`src/rtl/modem_irq_pkg.sv`:
```
package modem_irq_pkg;
  parameter int NUM_SRC = 4;
  parameter int DATA_W  = 8;
  parameter int ADDR_W  = 2;
  localparam int IDX_W  = $clog2(NUM_SRC + 1);

  localparam logic [ADDR_W-1:0] OFF_STAT = ADDR_W'(0);
  localparam logic [ADDR_W-1:0] OFF_MASK = ADDR_W'(1);
  localparam logic [ADDR_W-1:0] OFF_IDX  = ADDR_W'(2);

  typedef logic [NUM_SRC-1:0] src_vec_t;
  typedef logic [IDX_W-1:0]   idx_t;
endpackage

```
`src/rtl/modem_irq_latch.sv`:
```
module modem_irq_latch
  import modem_irq_pkg::*;
(
  input  logic     clk,
  input  logic     rst,
  input  src_vec_t evt,
  input  logic     clr_all,
  output src_vec_t sts_d,
  output src_vec_t sts_q
);
  for (genvar g = 0; g < NUM_SRC; g++) begin : g_flag
    // new event beats a simultaneous clear
    assign sts_d[g] = evt[g] | (sts_q[g] & ~clr_all);

    always_ff @(posedge clk) begin
      if (rst) sts_q[g] <= 1'b0;
      else     sts_q[g] <= sts_d[g];
    end
  end
endmodule

```
`src/rtl/modem_irq_prio.sv`:
```
module modem_irq_prio
  import modem_irq_pkg::*;
(
  input  src_vec_t pend,
  output idx_t     code
);
  // bit 0 wins; scan from lowest priority so higher ones override
  always_comb begin
    code = '0;
    for (int i = NUM_SRC - 1; i >= 0; i--) begin
      if (pend[i]) code = IDX_W'(i + 1);
    end
  end
endmodule

```
`src/rtl/modem_irq_regs.sv`:
```
module modem_irq_regs
  import modem_irq_pkg::*;
(
  input  logic              clk,
  input  logic              rst,
  input  logic [ADDR_W-1:0] bus_addr,
  input  logic              bus_rd,
  input  logic              bus_wr,
  input  logic [DATA_W-1:0] bus_wdata,
  input  src_vec_t          sts_q,
  input  idx_t              idx_code,
  output src_vec_t          en_d,
  output src_vec_t          en_q,
  output logic              clr_all,
  output logic [DATA_W-1:0] bus_rdata
);
  logic [DATA_W-1:0] rd_mux;
  logic [DATA_W-1:0] rdata_q;
  logic              unused_wbits;

  assign unused_wbits = ^bus_wdata[DATA_W-1:NUM_SRC];

  assign clr_all = bus_rd & ((bus_addr == OFF_STAT) | (bus_addr == OFF_IDX));
  assign en_d    = (bus_wr && bus_addr == OFF_MASK) ? bus_wdata[NUM_SRC-1:0] : en_q;

  always_comb begin
    rd_mux = '0;
    case (bus_addr)
      OFF_STAT: rd_mux = DATA_W'(sts_q);
      OFF_MASK: rd_mux = DATA_W'(en_q);
      OFF_IDX:  rd_mux = DATA_W'(idx_code);
      default:  rd_mux = '0;
    endcase
  end

  always_ff @(posedge clk) begin
    if (rst) begin
      en_q    <= '1;
      rdata_q <= '0;
    end else begin
      en_q <= en_d;
      if (bus_rd) rdata_q <= rd_mux;
    end
  end

  assign bus_rdata = rdata_q;
endmodule

```
`src/rtl/modem_irq_ctrl.sv`:
```
module modem_irq_ctrl
  import modem_irq_pkg::*;
(
  input  logic              clk,
  input  logic              rst,
  input  logic [NUM_SRC-1:0] evt_pulse,
  input  logic [ADDR_W-1:0] bus_addr,
  input  logic              bus_rd,
  input  logic              bus_wr,
  input  logic [DATA_W-1:0] bus_wdata,
  output logic [DATA_W-1:0] bus_rdata,
  output logic              irq
);
  src_vec_t sts_d, sts_q, en_d, en_q;
  logic     clr_all;
  idx_t     idx_code;
  logic     irq_q;

  modem_irq_latch u_latch (
    .clk     (clk),
    .rst     (rst),
    .evt     (evt_pulse),
    .clr_all (clr_all),
    .sts_d   (sts_d),
    .sts_q   (sts_q)
  );

  modem_irq_prio u_prio (
    .pend (sts_q & en_q),
    .code (idx_code)
  );

  modem_irq_regs u_regs (
    .clk       (clk),
    .rst       (rst),
    .bus_addr  (bus_addr),
    .bus_rd    (bus_rd),
    .bus_wr    (bus_wr),
    .bus_wdata (bus_wdata),
    .sts_q     (sts_q),
    .idx_code  (idx_code),
    .en_d      (en_d),
    .en_q      (en_q),
    .clr_all   (clr_all),
    .bus_rdata (bus_rdata)
  );

  // registered from next state so irq moves on the same edge as flags
  always_ff @(posedge clk) begin
    if (rst) irq_q <= 1'b0;
    else     irq_q <= |(sts_d & en_d);
  end

  assign irq = irq_q;
endmodule

```
`config.mk`:
```
export PLATFORM = sky130hd
export DESIGN_NAME = modem_irq_ctrl
export DESIGN_NICKNAME = d
export VERILOG_FILES = /design/src/rtl/modem_irq_pkg.sv /design/src/rtl/modem_irq_latch.sv /design/src/rtl/modem_irq_prio.sv /design/src/rtl/modem_irq_regs.sv /design/src/rtl/modem_irq_ctrl.sv
export SDC_FILE = /design/constraint.sdc
export NUM_CORES = 1
export LEC_CHECK = 0
export CAP_MARGIN = 40
export CELL_PAD_IN_SITES_DETAIL_PLACEMENT = 2
export CELL_PAD_IN_SITES_GLOBAL_PLACEMENT = 2
export CORE_AREA = 5 5 62 64
export DETAILED_ROUTE_END_ITERATION = 8
export DIE_AREA = 0 0 67 69
export PLACE_DENSITY = 0.72
export SLEW_MARGIN = 25
export SYNTH_ARGS = -nofsm -noshare
export SYNTH_HDL_FRONTEND = slang
export SYNTH_SLANG_ARGS = --single-unit
```
`constraint.sdc`:
```
create_clock -name clk -period 1.3 [get_ports clk]
set_clock_uncertainty 0.1 [all_clocks]
set_input_delay 0.39 -clock clk [delete_from_list [all_inputs] [get_ports clk]]
set_output_delay 0.39 -clock clk [all_outputs]
set_load 0.05 [all_outputs]
```
; ---- After elaboration in Yosys (flattened, before gate mapping)
; Index checks and enable logic that the tools add are counted.
[op_classes]
muxes = 6
n_addsub = 0
bitwise = 13
n_eq_ne = 2
n_reduce_logical = 3
order_cmp = 0
mul = 0
div_mod_pow = 0
n_shift = 0
[op_table]
columns = op, count
row1 = $mux 3, 4
row2 = $pmux 4 s3, 1
row3 = $and 4x4->4, 2
row4 = $and 1x1->1, 5
row5 = $or 1x1->1, 5
row6 = $mux 4, 1
row7 = $reduce_or 4->1, 1
row8 = $eq 2x1->1 const B, 1
row9 = $eq 2x2->1 const B, 1
row10 = $logic_not 2->1, 1
row11 = $logic_and 1x1->1, 1
row12 = $not 1->1, 1
[word_totals]
ram_bits = 0
output_inout_bits = 9
latchBits = 0
mem_count = 0
ff_bits = 17
inputBits = 18
mem_bits_ro = 0
wordCells = 31

; ---- Depth between registers and ports, before layout
[logic_depth]
depth_word = 8
mapped_depth = 5
ltp_nobuf = 4

; ---- Modules after synthesis
; Synthesis repeated with hierarchy kept, for this count alone.
[unflattened]
cells_unflattened = 78
area_unflattened_um2 = 705.7
[modules_own_cells]
columns = mod, area_per_inst_um2, cells_per_inst, seq_area_each_um2, n_inst
row1 = modem_irq_regs, 442.9, 45, 160.2, 1
row2 = modem_irq_latch, 162.7, 20, 80.1, 1
row3 = modem_irq_ctrl, 65.1, 8, 20.0, 1
row4 = modem_irq_prio, 35.0, 5, 0.0, 1

; ---- Worst setup path before layout
; OpenSTA, ideal clock, no wires.
[synth_path]
path_type = input-to-reg
startpoint = input port bus_addr[0]
endpoint = register u_regs.rdata_q[2] (netlist: u_regs.bus_rdata[2])
required_ns = 1.068
arrival_ns = 1.112
setup_ns = 0.132
path_slack_ns = -0.044
path_buffers = 1
stages = 4
path_cell_list = clkbuf_8 mux2_2 a221oi_2 nor3_1
[synth_via]
elab_chain_cells = 2
elab_cells_between_ends = 4
classes_between = eq/ne (2) / mux (1) / reduce/logical (1)
[synth_lines]
columns = item, line
row1 = from (decl), modem_irq_ctrl.sv:7  ; input logic [ADDR_W-1:0] bus_addr,
row2 = "$eq 2x2->1, or another cell as far along", modem_irq_regs.sv:28  ; case (bus_addr)
row3 = $pmux 4 s3 (*), modem_irq_regs.sv:28
row4 = to (signal assigned), modem_irq_regs.sv:42  ; if (bus_rd) rdata_q <= rd_mux;
row5 = to (decl), modem_irq_regs.sv:18  ; logic [DATA_W-1:0] rdata_q;
; Every way passes the cells marked *; elsewhere a longest branch is shown, timed or not.
; A chain may end at the register's enable or synchronous reset.

; ---- Final worst setup path
[layout_path]
startpoint = register u_regs.rdata_q[3] (netlist: u_regs.bus_rdata[3])
endpoint = output port bus_rdata[3]
[layout_lines]
columns = item, line
row1 = to (decl), modem_irq_ctrl.sv:11  ; output logic [DATA_W-1:0] bus_rdata,
; No word-level cell between the ends.

==> results.json <==
{
  "cts_tree": "done",
  "yosys.cell_count.top_type": "dfxtp_1",
  "timing.setup.tns_ps": 0,
  "grt_use_met1": 0.09814,
  "grt_use_met3": 0.01948,
  "num_rows": 21,
  "fmax_mhz": 796.0,
  "netlist_instances": 67,
  "rsz0062_at_grt": "true",
  "drtAntennaViolNets": 0,
  "whs_endpoint": "u_regs.bus_rdata[0]",
  "synth_compound_gate_area_share": 0.2035,
  "hold_viol_final": 0,
  "die_w_um": 67,
  "critical-path-top-delay-family": "flip-flops",
  "path_cells": "buf_12",
  "cts_buffers": 3,
  "core_region_area_um2": 3232,
  "place_congestion": 0.7256,
  "busiest_layer": "met2",
  "root_buffer": "clkbuf_4",
  "finish.net_count": 117,
  "insertion_delay_ps": 270,
  "synth_area_leaders": "dfxtp_1 (40%), mux2i_1 (9.2%), a21oi_1 (5.4%)",
  "ys_ff_latch": 13,
  "status": "completed",
  "num-fill-cells": 368,
  "worstReg2RegStart": "u_latch.sts_q[2]",
  "synth_top_family_by_area": "compound AO/OA/AOI/OAI gates",
  "hold_path.class": "reg -> reg",
  "antenna_found_initial": 0,
  "area_delta_synth_final_pct": 59.31,
  "synth_warnings": 0,
  "synth.area.mux_share": 0.1094,
  "io_buffers": 18,
  "yosysTopAreaCell": "dfxtp_1",
  "gr-usage-met2": 0.1703,
  "powerDensity_nw_per_um2": 948.8,
  "crit_buf_inv": 1,
  "clkSinkCount": 13,
  "grt_max_degree": 8,
  "cts_buffer_depth": 2,
  "grtUsageTotal": 0.09008,
  "timing.reg2reg.worst_path_depth": 4,
  "cp-end-kind": "primary output",
  "drt-initial-drc-count": 10,
  "synthTopCellsByCount": "dfxtp_1 (13), nor2_1 (9), a21oi_1 (7), mux2i_1 (6)",
  "cts_hold_buf": 0,
  "cts.clk_slew.worst_paths_ps": 80,
  "synth_fa_ha_area_frac": 0,
  "die_area_um2": 4623,
  "synth_ff_type": "dfxtp_1",
  "start_kind": "register",
  "criticalPathCategory": "reg -> out",
  "boundaryPins": 27,
  "grt_pass1_vias": 708,
  "hp-start": "u_regs.bus_rdata[0]",
  "period_share": 0.9663,
  "maxCapViolCount": 0,
  "min_path_cells": 2,
  "die_h_um": 69,
  "stdcell_count": 144,
  "post-route-min-period_ps": 1256,
  "regArea_um2": 266.5,
  "synth_seq_area_share": 0.3992,
  "synth_xor_xnor_area_share": 0,
  "setup_viol_count_final": 0,
  "start_util": 0.2017,
  "r2r_slack_ps": 80,
  "required_ps": 810,
  "synthDistinctLibCells": 24,
  "r2r_end": "u_regs.bus_rdata[2]",
  "via_per_inst": 4.132,
  "synthSimpleGateAreaFrac": 0.1843,
  "grt_pass1_wl_um": 3291,
  "multiInputGateArea_um2": 369.1,
  "syn_area_per_cell_um2": 9.729,
  "slowest_delay_ps": 360,
  "p_leak_nw": 0.4497,
  "dp_hpwl_um": 1531,
  "post_drt_wl_per_cell_um": 13.53,
  "vias": 595,
  "syn_area_um2": 651.9,
  "async_reset_ff_frac": 0,
  "antennaDiodeCount": 0,
  "routed_wl_um": 1948,
  "synth_top_area_share": 0.3992,
  "worstPathMaxFanout": 2,
  "synth_edf_count": 0,
  "drtPass1Iterations": 2,
  "overflow": 0,
  "cp.arrival_ps": 770,
  "cts_htree_levels": 1,
  "drive_gt1_frac": 0.4184,
  "drc": 0,
  "drv_slew": 0,
  "irDropWorstVdd_uv": 208.6,
  "dp.cells": 138,
  "slowest_stage": "dfxtp_2"
}
==> per-stage QoR <==
step                setup slack [ps]  area [µm²]    util  power [mW]  hold slack (ps)
floorplan                     -2.994       678.2       -      0.6108            382.4
global route                  -3.469        1039  0.3213       1.047            428.0
global placement              -544.3       973.4  0.3012      0.7276            379.4
CTS                           -8.072        1041  0.3221       1.000            400.3
finish                         43.76        1039  0.3213      0.9853            378.3
detailed placement            -591.4       973.4  0.3012      0.7341            388.6
==> metal layers <==
metal  wire, µm  share of wire
met1        734           0.38
met4          6         0.0031
met5          0              0
met3         99          0.051
met2       1107           0.57
==> cells by family after synthesis <==
| family | after synthesis |
|---|---|
| buf+inv | 8 |
| simple gates | 21 |
| compound gates | 17 |
| flops | 13 |
| mux | 7 |
| other cells | 1 |
==> report_power, final <==
group          leakage, nW  internal (mW)  switching [mW]
sequential           0.109          0.424          0.0259
clock               0.0150          0.119           0.128
combinational        0.326          0.144           0.145
==> state kept, by name, indices dropped and copies added, names as in the netlist <==
signal	cells
u_regs.bus_rdata	4
u_regs.en_q	4
u_latch.sts_q	4
irq	1
==> layout by cell type, fill, tap and decap left out, types with 3 or more instances in the layout <==
cell type        netlist  final
nor2_1                 9      9
nand2b_1               4      4
mux2i_2                0      3
buf_12                 0      5
dfxtp_1               13      8
a21oi_1                7      3
mux2i_1                6      3
a21oi_2                1      5
clkdlybuf4s50_1        0      9
nand2_1                3      3
clkbuf_4               0      3
conb_1                 1      4
dfxtp_2                0      5
buf_4                  4     11
==> worst max path at each step <==
stage	from	end	depth (start not counted)
3_3_place_gp	bus_addr[0]	u_regs.bus_rdata[2]	5
4_1_cts	bus_addr[1]	irq	5
2_1_floorplan	bus_addr[0]	u_regs.bus_rdata[2]	4
3_5_place_dp	bus_addr[1]	irq	5
6_report	u_regs.bus_rdata[3]	bus_rdata[3]	1
5_1_grt	u_regs.bus_rdata[2]	bus_rdata[2]	1
==> area by class of cell <==
class,instances,share of cell area
clock buffer,4,0.02530
sequential,13,0.2566
multi-input combinational,49,0.3554
timing repair buffer,30,0.3000
inverter,2,0.007229
tap,46,0.05542
==> what timing repair did <==
item	CTS	global route
endpoints found under the setup margin	16	8
gates cloned	0	0
buffers inserted	2	0
gates resized for setup	15	6
pin swaps	5	2
Power figures use the tool's default switching activity.
